===== config.mk =====
export PLATFORM = sky130hd
export DESIGN_NAME = rxfill_bus_arbiter
export DESIGN_NICKNAME = d
export VERILOG_FILES = /design/src/rtl/arb_pkg.sv /design/src/rtl/rx_fill_hyst.sv /design/src/rtl/burst_limit_dec.sv /design/src/rtl/grant_ctl.sv /design/src/rtl/rxfill_bus_arbiter.sv
export SDC_FILE = /design/constraint.sdc
export NUM_CORES = 1
export LEC_CHECK = 0
export ABC_AREA = 1
export BUFFER_PORTS_ARGS = -buffer_cell sky130_fd_sc_hd__buf_2
export CAP_MARGIN = 5
export CORE_ASPECT_RATIO = 0.7
export CORE_UTILIZATION = 40
export DETAILED_ROUTE_END_ITERATION = 7
export PLACE_DENSITY = 0.68
export RECOVER_POWER = 50
export SYNTH_ARGS = -nofsm -noshare
export SYNTH_HDL_FRONTEND = slang
export SYNTH_SLANG_ARGS = --single-unit

===== constraint.sdc =====
create_clock -name clk -period 2.13 [get_ports clk]
set_input_delay 0.426 -clock clk [delete_from_list [all_inputs] [get_ports clk]]
set_output_delay 0.426 -clock clk [all_outputs]
set_load 0.01 [all_outputs]

===== src/rtl/arb_pkg.sv =====
package arb_pkg;

  typedef enum logic [1:0] {
    OWN_NONE = 2'd0,
    OWN_RX   = 2'd1,
    OWN_TX   = 2'd2
  } owner_e;

  localparam int CTRL_W     = 16;
  localparam int FILL_W     = 4;
  localparam int WM_W       = 3;
  localparam int BEAT_LEN_W = 5;

  // field positions decoded by this block
  localparam int POS_THR_EN = 9;
  localparam int POS_WM_HI  = 6;
  localparam int POS_WM_LO  = 3;
  localparam int POS_BURST  = 14;

  localparam logic [CTRL_W-1:0] ARB_CTRL_DEFAULT =
    CTRL_W'((1 << POS_THR_EN) | (6 << POS_WM_HI) | (2 << POS_WM_LO));

endpackage


===== src/rtl/rx_fill_hyst.sv =====
module rx_fill_hyst #(
  parameter int FILL_W = 4,
  parameter int WM_W   = 3
) (
  input  logic              clk,
  input  logic              rst_n,
  input  logic              thr_en,
  input  logic [FILL_W-1:0] fill,
  input  logic [WM_W-1:0]   wm_hi,
  input  logic [WM_W-1:0]   wm_lo,
  output logic              prio
);

  localparam int PAD_W = FILL_W - WM_W;

  logic prio_q, prio_d;
  logic at_hi, at_lo;

  assign at_hi = fill >= {{PAD_W{1'b0}}, wm_hi};
  assign at_lo = fill <= {{PAD_W{1'b0}}, wm_lo};

  always_comb begin
    prio_d = prio_q;
    if (!thr_en)    prio_d = 1'b0;
    else if (at_hi) prio_d = 1'b1;
    else if (at_lo) prio_d = 1'b0;
  end

  always_ff @(posedge clk or negedge rst_n) begin
    if (!rst_n) prio_q <= 1'b0;
    else        prio_q <= prio_d;
  end

  assign prio = prio_q;

endmodule


===== src/rtl/burst_limit_dec.sv =====
module burst_limit_dec #(
  parameter int CAP_SHORT  = 32,
  parameter int CAP_LONG   = 64,
  parameter int CAP_W      = 7,
  parameter int BEAT_LEN_W = 5
) (
  input  logic [1:0]            code,
  input  logic [2:0]            size_flags,
  output logic [CAP_W-1:0]      cap_words,
  output logic [BEAT_LEN_W-1:0] beat_len
);

  always_comb begin
    case (code)
      2'd2:    cap_words = CAP_W'(CAP_SHORT);
      2'd3:    cap_words = CAP_W'(CAP_LONG);
      default: cap_words = '0;   // 0 and reserved 1: unlimited
    endcase
  end

  always_comb begin
    if (size_flags[2])      beat_len = BEAT_LEN_W'(16);
    else if (size_flags[1]) beat_len = BEAT_LEN_W'(8);
    else if (size_flags[0]) beat_len = BEAT_LEN_W'(4);
    else                    beat_len = BEAT_LEN_W'(1);
  end

endmodule


===== src/rtl/grant_ctl.sv =====
module grant_ctl
  import arb_pkg::*;
#(
  parameter int CAP_W = 7
) (
  input  logic             clk,
  input  logic             rst_n,
  input  logic             rx_req,
  input  logic             tx_req,
  input  logic             rx_prio,
  input  logic             xfer_beat,
  input  logic [CAP_W-1:0] cap_words,
  output logic             grant_rx,
  output logic             grant_tx,
  output logic             cap_hit
);

  owner_e           owner_q, owner_d;
  logic             last_rx_q, last_rx_d;
  logic [CAP_W-1:0] cnt_q, cnt_d;
  logic             cap_on, keep, cnt_en;

  assign cap_on  = |cap_words;
  assign cap_hit = cap_on && xfer_beat && (owner_q != OWN_NONE) &&
                   (cnt_q >= cap_words - CAP_W'(1));

  always_comb begin
    case (owner_q)
      OWN_RX:  keep = rx_req;
      OWN_TX:  keep = tx_req && !(rx_prio && rx_req);
      default: keep = 1'b0;
    endcase
    keep = keep && !cap_hit;
  end

  always_comb begin
    owner_d = owner_q;
    if (!keep) begin
      if (rx_prio && rx_req)    owner_d = OWN_RX;
      else if (rx_req && tx_req) owner_d = last_rx_q ? OWN_TX : OWN_RX;
      else if (rx_req)          owner_d = OWN_RX;
      else if (tx_req)          owner_d = OWN_TX;
      else                      owner_d = OWN_NONE;
    end
  end

  always_comb begin
    last_rx_d = last_rx_q;
    if (owner_d == OWN_RX)      last_rx_d = 1'b1;
    else if (owner_d == OWN_TX) last_rx_d = 1'b0;
  end

  assign cnt_en = !keep || (cap_on && xfer_beat);
  assign cnt_d  = keep ? cnt_q + CAP_W'(1) : '0;

  always_ff @(posedge clk or negedge rst_n) begin
    if (!rst_n) begin
      owner_q   <= OWN_NONE;
      last_rx_q <= 1'b0;
    end else begin
      owner_q   <= owner_d;
      last_rx_q <= last_rx_d;
    end
  end

  always_ff @(posedge clk or negedge rst_n) begin
    if (!rst_n)      cnt_q <= '0;
    else if (cnt_en) cnt_q <= cnt_d;
  end

  assign grant_rx = (owner_q == OWN_RX);
  assign grant_tx = (owner_q == OWN_TX);

endmodule


===== src/rtl/rxfill_bus_arbiter.sv =====
module rxfill_bus_arbiter
  import arb_pkg::*;
#(
  parameter int CAP_SHORT = 32,
  parameter int CAP_LONG  = 64
) (
  input  logic                              clk,
  input  logic                              rst_n,
  input  logic [15:0]                       ctrl,
  input  logic [3:0]                        fill_eighths,
  input  logic                              rx_req,
  input  logic                              tx_req,
  input  logic                              xfer_beat,
  output logic                              grant_rx,
  output logic                              grant_tx,
  output logic [$clog2(CAP_LONG+1)-1:0]     burst_max,
  output logic [4:0]                        beat_len
);

  localparam int CAP_W = $clog2(CAP_LONG + 1);

  logic            thr_en;
  logic [WM_W-1:0] wm_hi, wm_lo;
  logic [1:0]      burst_code;
  logic            rx_prio;
  logic            cap_hit;
  logic            unused_ctrl_bits;

  assign thr_en           = ctrl[POS_THR_EN];
  assign wm_hi            = ctrl[POS_WM_HI +: WM_W];
  assign wm_lo            = ctrl[POS_WM_LO +: WM_W];
  assign burst_code       = ctrl[POS_BURST +: 2];
  assign unused_ctrl_bits = ^ctrl[13:10];

  rx_fill_hyst #(.FILL_W(FILL_W), .WM_W(WM_W)) u_hyst (
    .clk    (clk),
    .rst_n  (rst_n),
    .thr_en (thr_en),
    .fill   (fill_eighths),
    .wm_hi  (wm_hi),
    .wm_lo  (wm_lo),
    .prio   (rx_prio)
  );

  burst_limit_dec #(
    .CAP_SHORT (CAP_SHORT),
    .CAP_LONG  (CAP_LONG),
    .CAP_W     (CAP_W),
    .BEAT_LEN_W(BEAT_LEN_W)
  ) u_dec (
    .code       (burst_code),
    .size_flags (ctrl[2:0]),
    .cap_words  (burst_max),
    .beat_len   (beat_len)
  );

  grant_ctl #(.CAP_W(CAP_W)) u_grant (
    .clk       (clk),
    .rst_n     (rst_n),
    .rx_req    (rx_req),
    .tx_req    (tx_req),
    .rx_prio   (rx_prio),
    .xfer_beat (xfer_beat),
    .cap_words (burst_max),
    .grant_rx  (grant_rx),
    .grant_tx  (grant_tx),
    .cap_hit   (cap_hit)
  );

endmodule


==> results.py <==
metrics = {
    "sta": {
        "worst_slew_pin_slew_ns": 0.636,
        "rsz0062_at_grt": "yes",
        "clock_skew_ns": 0.00137,
        "final-max-slew-violation-count": 0,
        "finalSetupViolCount": 0,
        "hold_violations": 0,
        "fin_crit_ns": 2.08,
        "tns_ns": 0,
        "setup_ws_ns": 0.0455,
        "max_freq_ghz": 0.480,
        "holdWs_ns": 0.133,
        "max_slew_margin": 0.576,
        "finalCritPeriodShare": 0.979,
    },
    "clock_network": {
        "path_clk_slew_ns": 0.07,
        "cts_num_sinks": 11,
        "clock_path_buffers": 2,
        "cts-buffers-inserted": 3,
        "h-tree-depth": 1,
        "clk_latency_ns": 0.28,
        "root_buffer": "clkbuf_4",
        "cts_tree": "built",
        "cts_hold_buf": 0,
    },
    "worst_setup_path": {
        "crit_slowest_cell": "mux2_2",
        "reg2reg_slack_ns": 0.07,
        "cp_max_fo": 5,
        "arrival_ns": 2.25,
        "worstSetupEndpointType": "flip-flop",
        "required_ns": 2.30,
        "critPathKind": "primary input to flip-flop",
        "ff2ff_path_depth": 11,
        "cp_slowest_stage_delay_ns": 0.32,
        "crit_chain": "buf_4 -> nor2_4 -> inv_2 -> ha_4 -> ha_4 -> nand2_1 -> nor2_1 -> nand2_1 -> nand2_2 -> nand2_4 -> nand2_4 -> o21ai_2 -> ha_1 -> mux2_2",
        "r2r_end": "u_grant.last_rx_q",
        "worst_setup_path_start_kind": "primary input",
    },
    "placement": {
        "pre_cts_ws_ns": -0.269,
        "dp_hpwl_mm": 1.55,
        "io_buffer_count": 28,
        "gp_congestion": 0.752,
    },
    "detailed_routing": {
        "first_iter_violations": 25,
        "via_count": 901,
        "wl_per_cell_um": 9.31,
        "ant_nets": 0,
        "route.detailed.drc": 0,
        "routed_wl_mm": 1.90,
        "firstDrtPassIters": 4,
        "via_per_inst": 4.42,
    },
    "die": {
        "die-area_mm2": 0.00265,
        "start_util": 0.440,
        "rows": 14,
        "io-pin-count": 39,
        "die_h_um": 43.4,
        "core_mm2": 0.00222,
        "die_w_um": 61.2,
    },
    "synth": {
        "yosys-top-cells-area": "dfrtp_1, ha_1, nand2_1, inv_1, buf_4",
        "netlist_instances": 137,
        "synth.cell_area_um2": 980,
        "synth-seq-area-share": 0.281,
        "synth_top_area_frac": 0.281,
        "ys_warn_count": 0,
        "synthDistinctLibCells": 19,
        "ys_seq_elements": 11,
        "synth_top_cell_by_area": "dfrtp_1",
        "syn_avg_cell_area_um2": 7.15,
    },
    "global_routing": {
        "met1_usage": 0.220,
        "grt_pass1_vias": 796,
        "busiest_layer": "met2",
        "grt_pass1_wl_mm": 3.23,
        "use_met2": 0.261,
        "antenna_found_initial": 0,
        "overflow": 0,
        "grt_max_degree": 13,
        "grt_util_all_layers": 0.165,
        "use_met3": 0.0657,
    },
    "layout": {
        "synthToLayoutAreaGrowth_pct": 26.9,
        "drive_above_1_share": 0.297,
        "antenna-diode-count": 0,
        "fillers": 224,
        "fin_nets": 212,
    },
    "pwr": {
        "p_total_uw": 691,
        "peakVddDrop_mv": 0.249,
        "power_density_mw_per_mm2": 556,
        "power_leakage_nw": 0.725,
    },
    "min_path": {
        "hold_path_class": "primary input to async pin",
    },
    "status": {
        "status": "finished, final reports clean",
    },
    "flow_run": {
        "maxCapViolCount": 0,
    },
}
==> routing by layer <==
layer | part of all wire | vias up
li1 | - | 491
met1 | 0.52 | 394
met2 | 0.43 | 16
met3 | 0.044 | 0
met4 | 0 | 0
met5 | 0 | -
==> layout make-up <==
class / instances / area (µm²) / area share
inverter: 24 / 90.1 / 0.0724
clock inverter: 1 / 5.00 / 0.00402
multi-input combinational: 99 / 627 / 0.504
timing repair buffer: 34 / 184 / 0.148
sequential: 11 / 275 / 0.221
tap: 32 / 40.0 / 0.0322
clock buffer: 3 / 22.5 / 0.0181
==> worst max path at each step <==
stage                   from                end  slack (ns)  cells after the start
detailed placement  ctrl[15]  u_grant.last_rx_q       -0.27                     15
global route        ctrl[14]  u_grant.last_rx_q       -0.02                     14
CTS                 ctrl[15]  u_grant.last_rx_q        0.03                     15
finish              ctrl[14]  u_grant.last_rx_q        0.05                     14
global placement    ctrl[15]  u_grant.last_rx_q       -0.25                     14
floorplan           ctrl[15]  u_grant.last_rx_q       -0.18                     14
==> cell usage after synthesis (all sizes together) <==
library cell	n
nand4	3
mux2	1
a21boi	1
nand3b	1
buf	8
nand2	35
o21ai	6
nor3	1
o21a	1
ha	14
inv	24
nor2	13
conb	1
dfrtp	11
nand3	9
a21oi	8
==> what timing repair did <==
action                                  CTS  global route
buffers inserted                          0             2
resized for setup                         0             6
endpoints found under the setup margin    0             1
==> worst max-delay path: cells and delay by family <==
kind | cells | cell delay [ns]
adder cells (fa/ha/maj) | 3 | 0.74
AND/OR/NAND/NOR | 7 | 0.54
multiplexers | 1 | 0.32
buffers and inverters | 2 | 0.18
AO/OA/AOI/OAI | 1 | 0.05
==> where the power goes <==
| part | switching [mW] | internal (mW) |
|---|---|---|
| Sequential | 0.0222 | 0.236 |
| Clock | 0.0794 | 0.0698 |
| Combinational | 0.164 | 0.120 |
| Total | 0.266 | 0.426 |
==> layout by cell type, fill, tap and decap left out, drive strengths merged <==
cell,n
nand4,3
conb,6
a21boi,1
nand3b,1
o21ai,6
clkinv,1
inv,24
nand2,35
nor2,13
mux2,1
o21a,1
nand3,9
ha,14
a21oi,8
buf,31
clkbuf,6
dfrtp,11
nor3,1
==> cell families after synthesis <==
kind of cell | count (synthesis) | share of synthesized area
buffers and inverters | 32 | 0.153
adder cells (fa/ha/maj) | 14 | 0.179
AND/OR/NAND/NOR | 62 | 0.285
other | 1 | 0.00383
flip-flops | 11 | 0.281
AO/OA/AOI/OAI | 16 | 0.0869
multiplexers | 1 | 0.0115
==> metrics by stage <==
stage / util / instances / instance area [µm²]
2_1_floorplan: - / 142 / 1040
3_3_place_gp: 0.535 / 198 / 1190
3_5_place_dp: 0.535 / 198 / 1190
4_1_cts: 0.547 / 202 / 1220
5_1_grt: 0.559 / 204 / 1240
6_report: 0.559 / 204 / 1240
Note: power is estimated with default switching activity, not from simulation.
